File: config.mk
export PLATFORM = sky130hd
export DESIGN_NAME = mdio_rd_engine
export DESIGN_NICKNAME = d
export VERILOG_FILES = /design/src/rtl/mdio_pkg.sv /design/src/rtl/mdio_ctrl.sv /design/src/rtl/mdio_dp.sv /design/src/rtl/mdio_rd_engine.sv
export SDC_FILE = /design/constraint.sdc
export NUM_CORES = 1
export LEC_CHECK = 0
export CAP_MARGIN = 20
export CORE_ASPECT_RATIO = 1.75
export CORE_MARGIN = 5
export CORE_UTILIZATION = 35
export DETAILED_ROUTE_END_ITERATION = 10
export DONT_BUFFER_PORTS = 1
export GPL_TIMING_DRIVEN = 0
export PLACE_DENSITY = 0.57
export SLEW_MARGIN = 0
export SYNTH_ARGS = -nofsm -noshare
export SYNTH_HDL_FRONTEND = slang
export SYNTH_SLANG_ARGS = --single-unit
File: constraint.sdc
create_clock -name clk -period 6 [get_ports clk]
set_clock_uncertainty 0.1 [all_clocks]
set_input_delay 1.2 -clock clk [delete_from_list [all_inputs] [get_ports clk]]
set_output_delay 1.2 -clock clk [all_outputs]
set_load 0.005 [all_outputs]
File: src/rtl/mdio_pkg.sv
package mdio_pkg;
  localparam int ADDR_W     = 5;
  localparam int DATA_W     = 16;
  localparam int FRAME_BITS = 32;
  localparam int DRIVE_BITS = 14;               // bits driven on a read
  localparam int TA_LAST    = 15;               // second turnaround bit
  localparam int DATA_LO    = 16;
  localparam int FRAME_LAST = FRAME_BITS - 1;
  localparam int BIT_W      = $clog2(FRAME_BITS + 1);

  typedef struct packed {
    logic load;
    logic shift;
    logic nextFrame;
    logic sampleTa;
    logic sampleData;
    logic storeWord;
    logic finish;
  } mdioStb_t;

  function automatic logic [FRAME_BITS-1:0] buildFrame(
      input logic rd, input logic [ADDR_W-1:0] dev,
      input logic [ADDR_W-1:0] regA, input logic [DATA_W-1:0] wd);
    return {2'b01, (rd ? 2'b10 : 2'b01), dev, regA,
            (rd ? 2'b11 : 2'b10), (rd ? {DATA_W{1'b1}} : wd)};
  endfunction
endpackage

File: src/rtl/mdio_ctrl.sv
module mdio_ctrl
  import mdio_pkg::*;
#(
  parameter int HALF_DIV    = 2,
  parameter int BLOCK_WORDS = 7
) (
  input  logic     clk,
  input  logic     rstN,
  input  logic     cmdStart,
  input  logic     cmdRead,
  input  logic     cmdBlock,
  output logic     busy,
  output logic     mdc,
  output logic     mdValid,
  output logic     mdOe,
  output mdioStb_t stb
);
  localparam int DIV_W  = (HALF_DIV > 1) ? $clog2(HALF_DIV) : 1;
  localparam int WORD_W = (BLOCK_WORDS > 1) ? $clog2(BLOCK_WORDS) : 1;

  logic              runQ, mdcQ, validQ, readQ;
  logic [DIV_W-1:0]  divQ;
  logic [BIT_W-1:0]  bitQ;
  logic [WORD_W-1:0] wordQ, lastQ;
  logic              tick, rise, fall;

  assign tick = runQ && (divQ == DIV_W'(HALF_DIV - 1));
  assign rise = tick && !mdcQ;
  assign fall = tick && mdcQ;

  always_comb begin
    stb      = '0;
    stb.load = !runQ && cmdStart;
    if (rise && readQ) begin
      stb.sampleTa   = (bitQ == BIT_W'(TA_LAST));
      stb.sampleData = (bitQ >= BIT_W'(DATA_LO)) && (bitQ <= BIT_W'(FRAME_LAST));
    end
    if (fall) begin
      if (bitQ < BIT_W'(FRAME_LAST))       stb.shift     = 1'b1;
      else if (bitQ == BIT_W'(FRAME_LAST)) stb.storeWord = readQ;
      else if (wordQ == lastQ)             stb.finish    = 1'b1;
      else                                 stb.nextFrame = 1'b1;
    end
  end

  always_ff @(posedge clk or negedge rstN) begin
    if (!rstN) begin
      runQ <= 1'b0; mdcQ <= 1'b0; validQ <= 1'b0; readQ <= 1'b0;
      divQ <= '0; bitQ <= '0; wordQ <= '0; lastQ <= '0;
    end else if (stb.load) begin
      runQ   <= 1'b1;
      divQ   <= '0;
      mdcQ   <= 1'b0;
      validQ <= 1'b1;
      bitQ   <= '0;
      wordQ  <= '0;
      readQ  <= cmdRead || cmdBlock;
      lastQ  <= cmdBlock ? WORD_W'(BLOCK_WORDS - 1) : '0;
    end else if (runQ) begin
      divQ <= tick ? '0 : divQ + 1'b1;
      if (tick) mdcQ <= !mdcQ;
      if (stb.shift) bitQ <= bitQ + 1'b1;
      if (fall && bitQ == BIT_W'(FRAME_LAST)) begin
        bitQ   <= BIT_W'(FRAME_BITS);       // one idle bit between frames
        validQ <= 1'b0;
      end
      if (stb.nextFrame) begin
        bitQ   <= '0;
        wordQ  <= wordQ + 1'b1;
        validQ <= 1'b1;
      end
      if (stb.finish) runQ <= 1'b0;
    end
  end

  assign busy    = runQ;
  assign mdc     = mdcQ;
  assign mdValid = validQ;
  assign mdOe    = validQ && (!readQ || bitQ < BIT_W'(DRIVE_BITS));


  strobe_edge_chk: assert property (@(posedge clk) disable iff (!rstN)
    (mdValid != $past(mdValid)) |-> !mdc);

  clk_idle_chk: assert property (@(posedge clk) disable iff (!rstN)
    !busy |-> !mdc);

  drive_in_frame_chk: assert property (@(posedge clk) disable iff (!rstN)
    mdOe |-> mdValid);
endmodule

File: src/rtl/mdio_dp.sv
module mdio_dp
  import mdio_pkg::*;
#(
  parameter int BLOCK_WORDS = 7
) (
  input  logic                                clk,
  input  logic                                rstN,
  input  mdioStb_t                            stb,
  input  logic                                busy,
  input  logic                                cmdStart,
  input  logic                                cmdRead,
  input  logic                                cmdBlock,
  input  logic [ADDR_W-1:0]                   cmdDev,
  input  logic [ADDR_W-1:0]                   cmdReg,
  input  logic [DATA_W-1:0]                   cmdWrData,
  input  logic                                mdIn,
  input  logic                                intClr,
  input  logic                                ieDone,
  input  logic                                ieErr,
  output logic                                mdOut,
  output logic [BLOCK_WORDS-1:0][DATA_W-1:0]  result,
  output logic                                rdErr,
  output logic                                irq
);
  localparam int WORD_W = (BLOCK_WORDS > 1) ? $clog2(BLOCK_WORDS) : 1;

  logic [ADDR_W-1:0]                  devQ, regQ;
  logic [DATA_W-1:0]                  wrQ, rxQ;
  logic                               readQ, taBadQ, doneQ, errQ;
  logic [WORD_W-1:0]                  offQ;
  logic [FRAME_BITS-1:0]              txQ;
  logic [BLOCK_WORDS-1:0][DATA_W-1:0] resQ;

  always_ff @(posedge clk or negedge rstN) begin
    if (!rstN) begin
      devQ <= '0; regQ <= '0; wrQ <= '0; rxQ <= '0; readQ <= 1'b0;
      taBadQ <= 1'b0; offQ <= '0; txQ <= '0; resQ <= '0;
    end else begin
      if (stb.load) begin
        devQ   <= cmdDev;
        regQ   <= cmdReg;
        wrQ    <= cmdWrData;
        readQ  <= cmdRead || cmdBlock;
        offQ   <= '0;
        taBadQ <= 1'b0;
        txQ    <= buildFrame(cmdRead || cmdBlock, cmdDev, cmdReg, cmdWrData);
      end
      if (stb.nextFrame) begin
        offQ <= offQ + 1'b1;
        txQ  <= buildFrame(readQ, devQ, regQ + ADDR_W'(offQ + 1'b1), wrQ);
      end
      if (stb.shift)      txQ    <= {txQ[FRAME_BITS-2:0], 1'b1};
      if (stb.sampleTa)   taBadQ <= taBadQ | mdIn;
      if (stb.sampleData) rxQ    <= {rxQ[DATA_W-2:0], mdIn};
      if (stb.storeWord)  resQ[offQ] <= rxQ;
    end
  end

  always_ff @(posedge clk or negedge rstN) begin
    if (!rstN) begin
      doneQ <= 1'b0; errQ <= 1'b0;
    end else if (stb.load) begin
      doneQ <= 1'b0; errQ <= 1'b0;
    end else if (stb.finish) begin
      doneQ <= 1'b1; errQ <= taBadQ;
    end else if (intClr) begin
      doneQ <= 1'b0; errQ <= 1'b0;
    end
  end

  assign mdOut  = txQ[FRAME_BITS-1];
  assign result = resQ;
  assign rdErr  = errQ;
  assign irq    = (doneQ && ieDone) || (errQ && ieErr);


  busy_ignore_chk: assert property (@(posedge clk) disable iff (!rstN)
    (busy && cmdStart) |=> ($stable(devQ) && $stable(regQ)));

  done_on_end_chk: assert property (@(posedge clk) disable iff (!rstN)
    $fell(busy) |-> doneQ);

  err_at_end_chk: assert property (@(posedge clk) disable iff (!rstN)
    $rose(errQ) |-> $fell(busy));
endmodule

File: src/rtl/mdio_rd_engine.sv
module mdio_rd_engine
  import mdio_pkg::*;
#(
  parameter int HALF_DIV    = 2,
  parameter int BLOCK_WORDS = 7
) (
  input  logic                                clk,
  input  logic                                rstN,
  input  logic                                cmdStart,
  input  logic                                cmdRead,
  input  logic                                cmdBlock,
  input  logic [4:0]                          cmdDev,
  input  logic [4:0]                          cmdReg,
  input  logic [15:0]                         cmdWrData,
  input  logic                                ieDone,
  input  logic                                ieErr,
  input  logic                                intClr,
  output logic                                busy,
  output logic [BLOCK_WORDS-1:0][15:0]        result,
  output logic                                rdErr,
  output logic                                irq,
  output logic                                mdc,
  output logic                                mdValid,
  output logic                                mdOut,
  output logic                                mdOe,
  input  logic                                mdIn
);
  mdioStb_t stb;

  mdio_ctrl #(.HALF_DIV(HALF_DIV), .BLOCK_WORDS(BLOCK_WORDS)) uCtrl (
    .clk(clk), .rstN(rstN), .cmdStart(cmdStart), .cmdRead(cmdRead),
    .cmdBlock(cmdBlock), .busy(busy), .mdc(mdc), .mdValid(mdValid),
    .mdOe(mdOe), .stb(stb));

  mdio_dp #(.BLOCK_WORDS(BLOCK_WORDS)) uDp (
    .clk(clk), .rstN(rstN), .stb(stb), .busy(busy), .cmdStart(cmdStart),
    .cmdRead(cmdRead), .cmdBlock(cmdBlock), .cmdDev(cmdDev),
    .cmdReg(cmdReg), .cmdWrData(cmdWrData), .mdIn(mdIn), .intClr(intClr),
    .ieDone(ieDone), .ieErr(ieErr), .mdOut(mdOut), .result(result),
    .rdErr(rdErr), .irq(irq));
endmodule

==> results of run 1 <==
-- state kept, by name, indices dropped and copies added, names as in the netlist, 3 cells and up --
| register | flops |
|---|---|
| uDp.result | 112 |
| uDp.txQ | 32 |
| uDp.rxQ | 16 |
| uDp.wrQ | 16 |
| uCtrl.bitQ | 6 |
| uDp.devQ | 5 |
| uDp.regQ | 5 |
| uCtrl.wordQ | 3 |
| uDp.offQ | 3 |
-- metal layers --
layer	up-vias	GRT usage, %	part of all wire (%)
li1	2467	-	-
met1	2686	16.53	35
met2	169	29.27	54
met3	39	3.995	8.0
met4	0	5.291	3.0
met5	-	0	0
-- area by class of cell --
class,instances,share of cell area (%)
multi-input cells,440,33.09
clock buffers,26,5.781
plain buffers,40,2.076
diodes,1,0.02563
well taps,312,3.999
clock inverters,12,1.884
inverters,2,0.07690
flip-flops and latches,207,53.06
-- worst max-delay path, cell delays in order, from the launching register on --
cell and delay [ns]:
dfrtp_1 0.52, clkbuf_1 0.38, clkbuf_1 0.39, a21boi_0 0.22
-- cell usage in the layout, fill, tap and decap left out, types with 2 or more instances in the layout --
cell type and instances:
xor2_1 5, o21ai_0 38, buf_6 4, mux2i_1 4
nor3_4 2, nand3_2 2, and4b_1 2, clkbuf_1 21
clkbuf_8 2, nand4_1 20, nand2_2 2, a22o_1 3
o22a_1 5, buf_2 14, nor3_1 2, o211ai_1 2
a21oi_1 8, ha_1 7, nand4b_1 2, nand2_1 127
inv_6 2, clkinvlp_4 5, bufinv_16 4, mux2_2 128
inv_1 2, clkbuf_16 21, buf_1 2, o221a_2 7
dfrtp_1 207, nand3_1 22, nand2b_1 6, nor2_1 17
a22oi_1 2, a21o_1 4
-- worst paths after layout --
| kind | from | endpoint | slack [ns] | depth (start not counted) |
|---|---|---|---|---|
| min reg2reg | uDp.txQ[30]$_DFFE_PN0P_ | uDp.txQ[31]$_DFFE_PN0P_ | 0.37 | 2 |
| min in group clk | uDp.txQ[30]$_DFFE_PN0P_ | uDp.txQ[31]$_DFFE_PN0P_ | 0.37 | 2 |
| max reg2reg | uCtrl.busy$_DFF_PN0_ | uDp.wrQ[2]$_DFFE_PN0P_ | 3.43 | 7 |
| max | uCtrl.readQ$_DFFE_PN0P_ | mdOe | 2.68 | 3 |
| max in group asynchronous | rstN | uDp.devQ[4]$_DFFE_PN0P_ | 5.21 | 0 |
| min | rstN | uCtrl.mdc$_DFFE_PN0P_ | 0.29 | 0 |
-- through the flow --
stage	power, mW	hold slack (ns)
final	3.922	0.2864
after global routing	4.146	0.2599
after CTS	3.979	0.2600
after detailed placement	2.532	0.3575
after global placement	2.506	0.3528
after floorplan	2.326	0.3403
-- kinds of logic after synthesis --
kind of cell	Yosys count	synth area share, %
adder cells (fa/ha/maj)	8	1.248
AND/OR/NAND/NOR	217	12.55
flip-flops	207	60.09
multiplexers	132	17.18
AO/OA/AOI/OAI	77	5.878
XOR/XNOR	6	0.6096
buffers and inverters	42	2.438
-- power by group --
part	leakage [nW]	internal [mW]	total, mW	switching, mW
sequential	2.76	1.62	1.80	0.176
combinational	1.69	0.291	0.699	0.408
clock	0.347	0.850	1.42	0.573
total	4.79	2.76	3.92	1.16
==> results.md, run 1 <==
- Layout cells sized above 1: 28.06%
- Synth top cells by count: dfrtp_1 (207), mux2_2 (128), nand2_1 (127)
- Period minus WS final: 3.319 ns
- Gr ovfl total: 0
- Fill cells: 2337
- Crit path required time: 4.70 ns
- Port bufs: 0
- Root Buffer: clkbuf_16
- Area of the core: 24440 um^2
- Synth Instances: 689
- Die width: 128.6 um
- Pre-CTS WS: 2.800 ns
- Status: finished, final reports clean
- Register area: 5180 um^2
- Leak: 4.790 nW
- DR vias/cell: 5.155
- YS warnings: 0
- Longest Clk Path Bufs: 3
- CP arrival: 2.02 ns
- Cell with the most instances after synthesis: dfrtp_1
- Hold Fails Final Rpt: 0
- Startpoint Class: flop
- Clock Latency Late Sink: 0.51 ns
- Setup CP Type: reg2out
- DR pass1 iterations: 6
- Via count: 5361
- TritonCTS clock tree: done
- Relative slew slack: 56.84%
- Final-report setup violation count: 0
- Tightest Hold Check Type: in2async
- Multi-input logic area: 3231 um^2
- Syn_nets: 732
- Post-CTS sizing: 0
- H-tree levels: 1
- Fin cells: 1040
- Final instance area: 9762 um^2
- Flops & latches, synth: 207
- Rows: 76
- Syn avg cell area: 12.51 um^2
- Nets@finish: 755
- Number of synthesized flops with an enable pin: 0
- Ys flop type: dfrtp_1
- DIE HEIGHT: 217.6 um
- Clk pin slew, worst setup/hold paths: 0.06 ns
- FFs w/ async S/R, synth: 100.0%
- Max Fanout on Critical Path: 10
- Worst Setup End Kind: output port
- Register area share after synthesis: 60.09%
- Drc violations: 0
- Worst ir drop on vdd: 0.2541 mV
- Starting DRT DRC Count: 198
- Vias in the first global route: 5723
- Ports: 154
- Final Max Slew Viols: 0
- RSZ-0062 raised after global routing: false
- Max_cap viols: 0
- # Post-CTS Setup Buffers: 0
- GRT Total Usage: 15.56%
- CTS hold repair buffers: 0
- Layout Utilization: 39.94%
- Synth cell types: 54
- Routed wire per std cell: 21.21 um
- Detail Route Antenna Nets: 0
- Leading area contributor after synthesis: dfrtp_1
- Crit share post-route: 55.32%
- Worst setup margin: 2.681 ns
- Ranking of synthesized cells by area: dfrtp_1 (60%), mux2_2 (17%), nand2_1 (5.5%)
- Largest net degree at the start of global routing: 208
- Cell Area, Placed: 9011 um^2
- Clock Sinks: 207
- Die area: 27990 um^2
- Worst Max-Slew Pin Slew: 0.6473 ns
- Initial core utilization: 35.28%
- Detail Placement HPWL: 15670 um
- First-pass GRT wire length: 34180 um
- Placed Instances: 1001
- Initial antenna violation count: 1
- Pwr/cell area: 401.7 nW/um^2
- Post-route setup TNS: 0 ns
- Placer Congestion: 0.7534
- Total wire length: 22060 um
- Synthesis-to-finish area growth: 13.24%
- Post-synthesis cell area: 8621 um^2
- CTS buffer count: 21
- Fmax achieved: 301.3 MHz
- Top-area cell type share of the netlist area: 60.09%
(Power assumes the default switching activity.)
==> run 2, diff against run 1 <==
Settings changed: ABC_AREA set to 1.
Clock period 6 ns to 3.1 ns, I/O delays scaled along.
==> results.md, run 2 <==
- Status: finished, violations left
- Failing checks: hold timing
- Clk pin slew, worst setup/hold paths: 0.06 ns (about the same)
- Worst setup margin: 0.8655 ns (-1.815 ns)
- Register area share after synthesis: 54.64% (-5.4 points)
- Initial antenna violation count: 0 (-1)
- H-tree levels: 1 (unchanged)
- CTS buffer count: 21 (unchanged)
- CP arrival: 1.51 ns (-0.51 ns)
- Crit share post-route: 72.08%
- ANT cells: 0 (-1)
- Synth top cells by count: nand2_1 (287), dfrtp_1 (207), inv_1 (159)
- Syn avg cell area: 8.868 um^2 (-29%)
- Leading area contributor after synthesis: dfrtp_1
- Leak: 4.887 nW (+2.0%)
- TritonCTS clock tree: done
- Final instance area: 10540 um^2 (+8.0%)
- Routed wire per std cell: 18.34 um (-14%)
- Max reg flops: 112 (unchanged)
- R2r startpoint: uDp.offQ[0]$_DFFE_PN0P_
- Startpoint Class: flop
- Hold slack: -0.2928 ns (-0.5792 ns)
- Worst R2R Setup Slack: 0.93 ns (-2.50 ns)
- Setup CP Type: reg2out
- Relative slew slack: 48.57% (-8.3 points)
- Clock Sinks: 207 (unchanged)
- Synthesis-to-finish area growth: 11.20%
- Nets@finish: 1135 (+50%)
- Ys flop type: dfrtp_1
- Cells on worst reg2reg path: 11 (+4)
- Clock Latency Late Sink: 0.52 ns (about the same)
- Number of synthesized flops with an enable pin: 0 (unchanged)
- Drc violations: 0 (unchanged)
- Layout cells sized above 1: 14.29% (-14 points)
- Total Power: 7.683 mW (+96%)
- Final Max Slew Viols: 0 (unchanged)
- Synth Instances: 1069 (+55%)
- Placer Congestion: 0.7947 (+5.5%)
- Largest net degree at the start of global routing: 208 (unchanged)
- Synth cell types: 37 (-31%)
- Largest stage delay, worst path: 0.43 ns (-0.09 ns)
- Worst Max-Slew Pin Slew: 0.7687 ns (+0.1213 ns)
- Fin cells: 1430 (+38%)
- Period minus WS final: 2.235 ns
- Cell Area, Placed: 9886 um^2 (+9.7%)
- DIE HEIGHT: 227.7 um (+4.6%)
- Placed Instances: 1393 (+39%)
- Port bufs: 0 (unchanged)
- Die area: 30610 um^2 (+9.3%)
- Ranking of synthesized cells by area: dfrtp_1 (55%), nand2_1 (11%), inv_1 (6.3%)
- Commonest non-fill, non-tap cell in the layout: nand2_1
- Detail Placement HPWL: 18730 um (+20%)
- Worst Setup End Kind: output port
- Area of the core: 26690 um^2 (+9.2%)
- DR vias/cell: 4.852 (-5.9%)
- Starting DRT DRC Count: 412 (+110%)
- Tightest Hold Check Type: in2async
- Ports: 154 (unchanged)
- CP Cell Sequence: nor2_1, o31ai_1, a21oi_1
- Top-area cell type share of the netlist area: 54.64% (-5.4 points)
- Initial core utilization: 35.52% (+0.25 points)
- FF-to-FF End: uDp.txQ[22]$_DFFE_PN0P_
- Cell with the most instances after synthesis: nand2_1
- GRT Total Usage: 17.10% (+1.5 points)
- Syn_nets: 1112 (+52%)
- Post-route setup TNS: 0 ns (unchanged)
- Fmax achieved: 447.5 MHz
- Max Fanout on Critical Path: 3 (-7)
- DR pass1 iterations: 7 (+1)
- First-pass GRT wire length: 41710 um (+22%)
- Root Buffer: clkbuf_16
- Post-synthesis cell area: 9480 um^2 (+10%)
- Via count: 6938 (+29%)
- Most frequent cells in the layout: nand2_1 (287), dfrtp_1 (207), inv_1 (159)
- RSZ-0062 raised after global routing: false
- Total wire length: 26220 um (+19%)
- Detail Route Antenna Nets: 0 (unchanged)
- Max_cap viols: 0 (unchanged)
- Die width: 134.4 um (+4.5%)
- YS warnings: 0 (unchanged)
- Pre-CTS WS: 0.8607 ns (-1.939 ns)
- Final-report setup violation count: 0 (unchanged)
- Flops & latches, synth: 207 (unchanged)
- FFs w/ async S/R, synth: 100.0% (unchanged)
- Hold Fails Final Rpt: 207 (+207)
- Crit path required time: 2.38 ns (-2.32 ns)
- Rows: 79 (+3.9%)
- Vias in the first global route: 7239 (+26%)
- Worst ir drop on vdd: 0.3131 mV (+23%)
- Gr ovfl total: 0 (unchanged)
- Longest Clk Path Bufs: 3 (unchanged)
- Pwr/cell area: 728.7 nW/um^2 (+81%)
- CP max stage cell: dfrtp_1
==> run 2: changes by cell type after synthesis, sizes merged, moves of 7 or more <==
cell	delta
or2	+8
nand3	+37
nand3b	+15
mux2	-128
buf	+22
inv	+159
o21ai	+123
o221a	-7
nand2	+167
nor2	+13
==> run 2: cells by family (layout without fill, tap and decap cells) <==
family,Yosys count,in the layout,synth area share (%)
DFF,207,207,54.64
and+or+nand+nor,445,445,21.80
xor gates and xnor gates,5,5,0.4620
adders and majority gates,8,8,1.135
AOI/OAI and AO/OA,175,175,11.03
buffers and inverters,229,266,10.93
==> run 2: worst max-delay path by stage <==
stage / startpoint / to / slack [ns] / cells past startpoint
after floorplan: uDp.offQ[0]$_DFFE_PN0P_ / uDp.txQ[22]$_DFFE_PN0P_ / 1.04 / 11
after global placement: cmdBlock / uDp.txQ[8]$_DFFE_PN0P_ / 0.90 / 5
after detailed placement: cmdBlock / uDp.txQ[13]$_DFFE_PN0P_ / 0.86 / 5
after CTS: uCtrl.bitQ[5]$_DFFE_PN0P_ / mdOe / 0.83 / 3
after global routing: uDp.offQ[0]$_DFFE_PN0P_ / uDp.txQ[22]$_DFFE_PN0P_ / 0.72 / 11
final: uCtrl.bitQ[5]$_DFFE_PN0P_ / mdOe / 0.87 / 3
==> run 2: where the power goes <==
group	total [mW]	switching (mW)	leakage, nW	internal (mW)
combinational	1.73	1.12	1.80	0.612
sequential	3.47	0.303	2.76	3.17
clock	2.48	1.07	0.325	1.41
total	7.68	2.49	4.89	5.19
==> run 2: area by class of cell <==
type	count	area, um^2
Tap cell	324	405.4
Multi-Input combinational cell	633	3264
Sequential cell	207	5180
Clock buffer	29	585.6
Fill cell	2692	16150
Buffer	64	400.4
Inverter	165	635.6
Clock inverter	8	71.32
==> run 2: through the flow <==
step | util (%) | hold WS (ns)
after floorplan | - | 0.2244
after global placement | 37.04 | 0.2336
final | 39.50 | -0.2928
after detailed placement | 37.04 | 0.2329
after global routing | 39.50 | -0.3062
after CTS | 39.50 | -0.3136
==> run 2: metal layers <==
metal / wire length (um) / global-route usage [%]
met1: 9685 / 18.93
met2: 14190 / 32.21
met3: 1745 / 3.789
met4: 597 / 5.000
met5: 0 / 0
==> run 2: worst max-delay path: cells and delay by family, from the launching register on <==
family / cells / cell delay (ns)
AOI/OAI and AO/OA: 2 / 0.38
and+or+nand+nor: 1 / 0.19
DFF: 1 / 0.43
==> run 2: repair_timing <==
| item | CTS | global route |
|---|---|---|
| endpoints found under the setup margin | 0 | 0 |
| gates resized for setup | 0 | 0 |
| setup buffers | 0 | 0 |
| hold endpoints to repair | 207 | 207 |
==> run 3, diff against run 2 <==
Clock period 3.1 ns to 2.1 ns, I/O delays scaled along.
==> results.md, run 3 (synthesized netlist as in run 2, its figures left out) <==
- Max reg flops: 112 (unchanged)
- Final Max Slew Viols: 0 (unchanged)
- Most frequent cells in the layout: nand2_1 (287), dfrtp_1 (205), inv_1 (159)
- Crit path required time: 2.39 ns (about the same)
- Layout cells sized above 1: 15.24% (+0.95 points)
- Fmax achieved: 500.7 MHz
- Detail Placement HPWL: 18730 um (unchanged)
- Commonest non-fill, non-tap cell in the layout: nand2_1
- Rows: 79 (unchanged)
- Crit path depth: 8 (+5)
- Tightest Hold Check Type: in2async
- CTS hold repair buffers: 29
- GRT Total Usage: 17.45% (+0.35 points)
- DIE HEIGHT: 227.7 um (unchanged)
- Top delay family on crit path: simple AND/OR/NAND/NOR gates
- DR pass1 iterations: 5 (-2)
- Drc violations: 0 (unchanged)
- Gr ovfl total: 0 (unchanged)
- Clk pin slew, worst setup/hold paths: 0.07 ns (about the same)
- Largest stage delay, worst path: 0.43 ns (about the same)
- Longest Clk Path Bufs: 3 (unchanged)
- Placer Congestion: 0.7947 (unchanged)
- First-pass GRT wire length: 42600 um (+2.1%)
- Total wire length: 26890 um (+2.5%)
- CP Cell Sequence: o21ai_0, nand3_2, nand2_2, buf_6, buf_2, nand3b_1, nand3_1, nand3_1
- Worst setup margin: 0.1027 ns (-0.7628 ns)
- Fill cells: 2687 (-0.19%)
- Max Fanout on Critical Path: 10 (+7)
- Ports: 154 (unchanged)
- RSZ-0062 raised after global routing: false
- H-tree levels: 1 (unchanged)
- Failing checks: hold timing
- CP arrival: 2.29 ns (+0.78 ns)
- Nets@finish: 1171 (+3.2%)
- Die width: 134.4 um (unchanged)
- Cells on worst reg2reg path: 8 (-3)
- Worst Path Buf+Inv: 2 (+2)
- TritonCTS clock tree: done
- Startpoint Class: flop
- Max_cap viols: 0 (unchanged)
- Root Buffer: clkbuf_16
- Hold Fails Final Rpt: 207 (unchanged)
- Vias in the first global route: 7446 (+2.9%)
- Pre-CTS WS: -0.09807 ns (-0.9587 ns)
- Initial core utilization: 35.52% (unchanged)
- Leak: 5.058 nW (+3.5%)
- Largest net degree at the start of global routing: 208 (unchanged)
- Area of the core: 26690 um^2 (unchanged)
- Starting DRT DRC Count: 398 (-3.4%)
- Total Power: 11.52 mW (+50%)
- Via count: 7131 (+2.8%)
- CP max stage cell: dfrtp_1
- DR vias/cell: 4.861 (+0.19%)
- Relative slew slack: 50.49% (+1.9 points)
- Clock Latency Late Sink: 0.51 ns (about the same)
- Status: finished, violations left
- Port bufs: 0 (unchanged)
- Clock Sinks: 207 (unchanged)
- Routed wire per std cell: 18.33 um (about the same)
- Pwr/cell area: 1053 nW/um^2 (+45%)
- Final-report setup violation count: 0 (unchanged)
- Initial antenna violation count: 1 (+1)
- Hold slack: -0.4920 ns (-0.1992 ns)
- Worst ir drop on vdd: 0.4785 mV (+53%)
- Worst Setup End Kind: flop
- Final instance area: 10940 um^2 (+3.8%)
- Cell Area, Placed: 9886 um^2 (unchanged)
- Period minus WS final: 1.997 ns
- Die area: 30610 um^2 (unchanged)
- Synthesis-to-finish area growth: 15.38%
- Detail Route Antenna Nets: 0 (unchanged)
- Setup CP Type: reg2reg
- Crit share post-route: 95.11%
- Most frequent CP cell: nand3_1
- Worst Max-Slew Pin Slew: 0.7399 ns (-0.02881 ns)
- CTS buffer count: 21 (unchanged)
[run 3: cell types whose count changed in the layout (fill, tap and decap cells not counted), moves of 2 or more]
cell	change
dlygate4sd3_1	+29
buf_4	+6
buf_6	+3
clkbuf_1	-3
a21oi_1	-2
a21oi_2	+2
dfrtp_1	-2
dfrtp_2	+2
[run 3: layer usage]
metal / track usage [%] / up-vias / wire length [um]
met3: 3.524 / 32 / 1715
li1: - / 3459 / -
met4: 5.032 / 0 / 589
met5: 0 / - / 0
met1: 19.57 / 3442 / 10000
met2: 32.86 / 198 / 14580
[run 3: repair_timing]
action	CTS	global route
endpoints found under the setup margin	3	47
resized for setup	2	22
hold endpoints to repair	237	207
setup buffers	0	7
pin swaps	0	4
[run 3: worst paths after layout]
path,startpoint,end,slack [ns]
setup / recovery,uCtrl.wordQ[1]$_DFFE_PN0P_,uDp.txQ[1]$_DFFE_PN0P_,0.10
hold / removal,rstN,uDp.result[94]$_DFFE_PN0P_,-0.49
setup reg to reg,uCtrl.wordQ[1]$_DFFE_PN0P_,uDp.txQ[1]$_DFFE_PN0P_,0.10
hold reg to reg,uDp.wrQ[0]$_DFFE_PN0P_,uDp.wrQ[0]$_DFFE_PN0P_,0.37
max in group asynchronous,rstN,uDp.rxQ[14]$_DFFE_PN0P_,2.03
min in group clk,cmdReg[4],uDp.txQ[22]$_DFFE_PN0P_,0.04
[run 3: cell type report]
class,count,area [um^2],share of cell area (%)
diodes,1,2.502,0.02288
inverters,165,638.1,5.834
flip-flops and latches,207,5182,47.38
plain buffers,64,422.9,3.866
clock buffers,29,585.6,5.353
multi-input cells,633,3287,30.05
well taps,324,405.4,3.706
clock inverters,8,71.32,0.6520
repair buffers,36,342.8,3.134
[run 3: metrics by stage]
step | TNS [ns] | util [%] | std cells | hold WS (ns)
final | 0 | 40.98 | 1467 | -0.4920
after floorplan | 0 | - | 1069 | 0.02441
after global routing | 0 | 40.98 | 1467 | -0.5061
after detailed placement | -0.1327 | 37.04 | 1393 | 0.03286
after global placement | -0.08448 | 37.04 | 1393 | 0.03362
after CTS | 0 | 40.60 | 1459 | -0.5136
[run 3: report_power, final]
| part | leakage, nW | internal (mW) | switching (mW) |
|---|---|---|---|
| clock | 0.325 | 2.08 | 1.59 |
| sequential | 2.76 | 4.68 | 0.433 |
| combinational | 1.98 | 1.01 | 1.73 |
| total | 5.06 | 7.77 | 3.75 |
[run 3: worst register-to-register path, stage by stage (launching register included)]
cell and delay, ns:
dfrtp_1 0.43, o21ai_0 0.22, nand3_2 0.22, nand2_2 0.17, buf_6 0.17, buf_2 0.26, nand3b_1 0.12, nand3_1 0.11
nand3_1 0.08
